## config.mk

```make
export PLATFORM = sky130hd
export DESIGN_NAME = intx_ctl
export DESIGN_NICKNAME = d
export VERILOG_FILES = /design/src/rtl/intx_pkg.sv /design/src/rtl/intx_sync.sv /design/src/rtl/intx_pend.sv /design/src/rtl/intx_cfgstore.sv /design/src/rtl/intx_ctl.sv
export SDC_FILE = /design/constraint.sdc
export NUM_CORES = 1
export LEC_CHECK = 0
export BUFFER_PORTS_ARGS = -buffer_cell sky130_fd_sc_hd__buf_2
export CORE_MARGIN = 8
export CORE_UTILIZATION = 38
export DETAILED_ROUTE_END_ITERATION = 16
export GPL_TIMING_DRIVEN = 0
export PLACE_DENSITY = 0.73
export SLEW_MARGIN = 5
export SYNTH_ARGS = -nofsm -noshare
export SYNTH_HDL_FRONTEND = slang
export SYNTH_SLANG_ARGS = --single-unit
```

## constraint.sdc

```tcl
create_clock -name clk -period 0.8 [get_ports clk]
set_input_delay 0.12 -clock clk [delete_from_list [all_inputs] [get_ports clk]]
set_output_delay 0.12 -clock clk [all_outputs]
set_load 0.05 [all_outputs]
```

## src/rtl/intx_pkg.sv

```systemverilog
package intx_pkg;
   localparam int REG_W     = 32;
   localparam int MAX_LINES = 4;
   // line field positions (software decodes these)
   localparam int STAT_LSB  = 28;
   localparam int EN_LSB    = 22;
   // plain storage fields
   localparam int ERRH_LSB  = 26;
   localparam int ERRH_W    = 2;
   localparam int ERRL_LSB  = 16;
   localparam int ERRL_W    = 6;
   localparam int PRI_LSB   = 8;
   localparam int PRI_W     = 7;

   typedef struct packed {
      logic [ERRH_W-1:0] err_hi;
      logic [ERRL_W-1:0] err_lo;
      logic [PRI_W-1:0]  prio;
   } cfg_store_t;
endpackage

```

## src/rtl/intx_sync.sv

```systemverilog
module intx_sync #(
   parameter int WIDTH  = 4,
   parameter int STAGES = 2
) (
   input  logic             clk,
   input  logic             rst_n,
   input  logic [WIDTH-1:0] d_in,
   output logic [WIDTH-1:0] q_out
);
   initial begin
      assert (STAGES >= 2) else $error("intx_sync: STAGES must be at least 2");
      assert (WIDTH >= 1)  else $error("intx_sync: WIDTH must be positive");
   end

   logic [WIDTH-1:0] chain [STAGES];

   always_ff @(posedge clk or negedge rst_n) begin
      if (!rst_n) begin
         for (int s = 0; s < STAGES; s++) chain[s] <= '0;
      end else begin
         chain[0] <= d_in;
         for (int s = 1; s < STAGES; s++) chain[s] <= chain[s-1];
      end
   end

   assign q_out = chain[STAGES-1];
endmodule

```

## src/rtl/intx_pend.sv

```systemverilog
module intx_pend #(
   parameter int NUM_LINES = 4
) (
   input  logic                 clk,
   input  logic                 rst_n,
   input  logic [NUM_LINES-1:0] lvl,
   input  logic                 hi_we,
   input  logic [NUM_LINES-1:0] ack_bits,
   input  logic [NUM_LINES-1:0] en_bits,
   output logic [NUM_LINES-1:0] pend,
   output logic [NUM_LINES-1:0] enable
);
   for (genvar i = 0; i < NUM_LINES; i++) begin : g_line
      logic ack_i;
      assign ack_i = hi_we & ack_bits[i];

      always_ff @(posedge clk or negedge rst_n) begin
         if (!rst_n) begin
            pend[i]   <= 1'b0;
            enable[i] <= 1'b0;
         end else begin
            pend[i] <= (pend[i] & ~ack_i) | lvl[i];
            if (hi_we) enable[i] <= en_bits[i];
         end
      end


      ack_clears_chk: assert property (@(posedge clk) disable iff (!rst_n)
         (ack_i && !lvl[i]) |=> !pend[i]);

      pend_hold_chk: assert property (@(posedge clk) disable iff (!rst_n)
         (!ack_i && !lvl[i]) |=> pend[i] == $past(pend[i]));

      level_sets_chk: assert property (@(posedge clk) disable iff (!rst_n)
         lvl[i] |=> pend[i]);

      en_load_chk: assert property (@(posedge clk) disable iff (!rst_n)
         hi_we |=> enable[i] == $past(en_bits[i]));

      en_hold_chk: assert property (@(posedge clk) disable iff (!rst_n)
         !hi_we |=> $stable(enable[i]));
   end
endmodule

```

## src/rtl/intx_cfgstore.sv

```systemverilog
module intx_cfgstore
   import intx_pkg::*;
(
   input  logic             clk,
   input  logic             rst_n,
   input  logic             hi_we,
   input  logic             lo_we,
   input  logic [REG_W-1:0] wdata,
   output cfg_store_t       cfg
);
   always_ff @(posedge clk or negedge rst_n) begin
      if (!rst_n) begin
         cfg <= '0;
      end else begin
         if (hi_we) begin
            cfg.err_hi <= wdata[ERRH_LSB +: ERRH_W];
            cfg.err_lo <= wdata[ERRL_LSB +: ERRL_W];
         end
         if (lo_we) cfg.prio <= wdata[PRI_LSB +: PRI_W];
      end
   end


   hi_hold_chk: assert property (@(posedge clk) disable iff (!rst_n)
      !hi_we |=> ($stable(cfg.err_hi) && $stable(cfg.err_lo)));

   lo_hold_chk: assert property (@(posedge clk) disable iff (!rst_n)
      !lo_we |=> $stable(cfg.prio));

   lo_load_chk: assert property (@(posedge clk) disable iff (!rst_n)
      lo_we |=> cfg.prio == $past(wdata[PRI_LSB +: PRI_W]));
endmodule

```

## src/rtl/intx_ctl.sv

```systemverilog
module intx_ctl
   import intx_pkg::*;
#(
   parameter int NUM_LINES   = 4,
   parameter int SYNC_STAGES = 2,
   parameter bit OUT_REG     = 1'b1
) (
   input  logic                 clk,
   input  logic                 rst_n,
   input  logic [NUM_LINES-1:0] irq_lines,
   input  logic                 wr_en,
   input  logic [1:0]           wr_hw,
   input  logic [31:0]          wr_data,
   output logic [31:0]          rd_data,
   output logic                 irq_out
);
   initial begin
      assert (NUM_LINES >= 1 && NUM_LINES <= MAX_LINES)
         else $error("intx_ctl: NUM_LINES out of range");
   end

   logic                 hi_we, lo_we;
   logic [NUM_LINES-1:0] lvl_s, pend, enable;
   logic                 any_hit;
   cfg_store_t           cfg;

   assign hi_we = wr_en & wr_hw[1];
   assign lo_we = wr_en & wr_hw[0];

   intx_sync #(.WIDTH(NUM_LINES), .STAGES(SYNC_STAGES)) u_sync (
      .clk(clk), .rst_n(rst_n), .d_in(irq_lines), .q_out(lvl_s));

   intx_pend #(.NUM_LINES(NUM_LINES)) u_pend (
      .clk(clk), .rst_n(rst_n), .lvl(lvl_s), .hi_we(hi_we),
      .ack_bits(wr_data[STAT_LSB +: NUM_LINES]),
      .en_bits(wr_data[EN_LSB +: NUM_LINES]),
      .pend(pend), .enable(enable));

   intx_cfgstore u_cfg (
      .clk(clk), .rst_n(rst_n), .hi_we(hi_we), .lo_we(lo_we),
      .wdata(wr_data), .cfg(cfg));

   always_comb begin
      rd_data = '0;
      rd_data[STAT_LSB +: NUM_LINES] = pend;
      rd_data[EN_LSB +: NUM_LINES]   = enable;
      rd_data[ERRH_LSB +: ERRH_W]    = cfg.err_hi;
      rd_data[ERRL_LSB +: ERRL_W]    = cfg.err_lo;
      rd_data[PRI_LSB +: PRI_W]      = cfg.prio;
   end

   assign any_hit = |(pend & enable);

   if (OUT_REG) begin : g_oreg
      always_ff @(posedge clk or negedge rst_n) begin
         if (!rst_n) irq_out <= 1'b0;
         else        irq_out <= any_hit;
      end

      irq_follow_chk: assert property (@(posedge clk) disable iff (!rst_n)
         1'b1 |=> irq_out == $past(|(u_pend.pend & u_pend.enable)));
   end else begin : g_ocomb
      assign irq_out = any_hit;
   end


   reset_quiet_chk: assert property (@(posedge clk) disable iff (!rst_n)
      $rose(irq_out) |-> $past(|u_pend.enable));
endmodule

```

==> out/metrics.yaml <==
final_layout:
  final_cell_mix: "buf_6, buf_2, dfrtp_2"
  final_common_cell: "buf_6"
  layout-area-overhead-vs-synth_pct: 68.3
  final_area_sq_um: 2050
  fill_cells: 227
  antenna_cells: 0
  nNetsFinal: 204
  final_util_pct: 67.0
  drive_gt1_share_pct: 79.3
  final-seq-area_sq_um: 830
  multi_input_comb_area_sq_um: 410
setup_path:
  setup.worst_path.start_class: "register"
  critical_path_peak_fanout: 2
  r2r_setup_slack_ps: -210
  crit_path_cell_trace: "buf_6"
  cp.required_ps: 680
  crit_family: "flip-flops"
  critPathCaptureType: "primary output"
  cp_slowest_cell: "dfrtp_2"
  worstPathArrival_ps: 920
  slowest_delay_ps: 430
  worst_r2r_endpoint: "irq_out"
  critPathKind: "reg -> out"
  cp_num_buf_inv: 1
  r2r_start: "u_pend.pend[2]"
  worst_r2r_path_depth: 4
pwr:
  worst_ir_drop_vdd_mv: 1.05
  power_density_nw_per_um2: 2240
  post_route_total_power_mw: 4.59
  power.static_leakage_nw: 1.02
drt:
  via_per_inst: 4.28
  routed-via-count: 890
  detailroute.wirelength.met2_mm: 1.87
  route.detailed.drc: 0
  dr.max_layer_used: "met4"
  ant_nets: 0
  drt_pass1_iterations: 2
  route.final.wire_length_mm: 3.27
  wl_per_cell_um: 15.7
  drt_iter0_markers: 37
  met1_wire_length_mm: 1.13
  wl_met3_um: 216
die:
  fp.dieArea_sq_um: 5270
  die_h_um: 72.6
  top_level_ports: 74
  floorplan.rows: 20
  area_inside_the_core_boundary_sq_um: 3050
  dieWidth_um: 72.6
  effective_utilization_at_floorplan_pct: 39.8
yosys:
  ys_seq_area_share_pct: 65.8
  syn_area_sq_um: 1220
  ys_warn_count: 0
  ys_ff_latch: 32
  yosys.cell_types.count: 11
  synthesis.area_per_instance_sq_um: 16.2
  gate_count_of_the_mapped_netlist: 75
sta:
  clock_skew_ps: 3.78
  post-route-period-util_pct: 129
  slew_headroom_pct: 55.4
  worst_pin_slew_ps: 670
  final-max-slew-violation-count: 0
  timing.final.crit_period_ps: 1040
  setup_viol: 35
  whs_ps: -178
  postLayoutSetupSlackWorst_ps: -235
  fmaxAchievable_mhz: 966
  finalHoldViolCount: 32
  grt_setup_unrepaired: "yes"
  tns_ps: -6420
place:
  post-dp-hpwl_mm: 2.25
  dpl-instance-area_sq_um: 1640
  io_buffers: 55
  gp_congestion: 0.749
run_status:
  violations: "negative hold slack, negative setup slack"
  outcome: "complete, but fails checks"
global_route:
  total_overflow_reported_by_the_global_router: 0
  grt_util_all_layers_pct: 12.4
  grt_antenna_before_repair: 0
  grt_start_max_net_pins: 33
  first_global_vias: 969
  grt_first_pass_wirelength_mm: 4.85
cts:
  cts.path.max_buffers: 2
  cts.sink_count: 32
  worst_setup_hold_path_clk_slew_ps: 90
  clock_latency_at_the_later_pin_of_the_worst_skew_pair_ps: 320
  cts_buffers: 5
  clockRootBuffer: "clkbuf_4"
  cts_max_level: 2
  cts_tree: "yes"
job:
  drv.max_cap_violation_count: 0
worst_hold_path:
  worst_hold_path_type: "in -> async"
[registers in the layout (all words and copies together), names as in the netlist]
name,cells
irq_out,1
u_cfg.cfg,15
u_pend.enable,4
u_pend.pend,4
u_sync.chain,4
u_sync.q_out,4
[kinds of logic after synthesis]
family,count (synthesis),synth area share [%]
AND/OR/NAND/NOR,7,2.98
AO/OA/AOI/OAI,6,3.70
buffers and inverters,10,6.48
multiplexers,19,20.7
flip-flops,32,65.8
other,1,0.308
[through the flow]
step	std cells	setup WS, ps
floorplan	83	-106
global placement	182	-197
detailed placement	182	-204
CTS	204	-246
global route	208	-271
finish	208	-235
[worst max path at each step]
stage | cells past startpoint | startpoint | to
final | 1 | u_cfg.cfg[4] | rd_data[12]
after global routing | 1 | u_pend.pend[2] | rd_data[30]
after CTS | 1 | u_cfg.cfg[8] | rd_data[17]
after detailed placement | 4 | wr_en | u_pend.enable[3]
after global placement | 4 | wr_en | u_cfg.cfg[12]
after floorplan | 1 | u_pend.enable[2] | u_pend.enable[2]
[report_power, final]
group	leakage, nW	switching, mW	internal (mW)
Sequential	0.342	0.136	1.82
Combinational	0.646	0.939	0.757
Clock	0.0326	0.505	0.433
[synthesized netlist by cell type]
master | instances | area, sq um
mux2_4 | 10 | 150
conb_1 | 1 | 3.75
buf_6 | 1 | 11.3
mux2_2 | 9 | 101
nand2_2 | 2 | 12.5
nand2_1 | 1 | 3.75
nand3_1 | 4 | 20.0
a21o_1 | 4 | 30.0
buf_4 | 9 | 67.6
dfrtp_1 | 32 | 801
a22oi_1 | 2 | 15.0
[final cells by class]
type | count | area share (%)
well taps | 44 | 2.69
plain buffers | 10 | 3.85
clock buffers | 8 | 2.87
multi-input cells | 41 | 20.0
repair buffers | 73 | 30.0
flip-flops and latches | 32 | 40.5
[timing repair]
item,CTS,global route
setup endpoints to repair,26,42
pin swaps,3,3
gates cloned,0,0
setup buffers,10,7
resized for setup,60,5
hold buffers,4,1
hold endpoints to repair,36,33
[metal layers]
layer / vias up / track usage [%]
li1: 419 / -
met4: 0 / 5.78
met2: 30 / 22.2
met5: - / 0
met1: 436 / 12.4
met3: 5 / 4.67
Power figures use the tool's default switching activity.
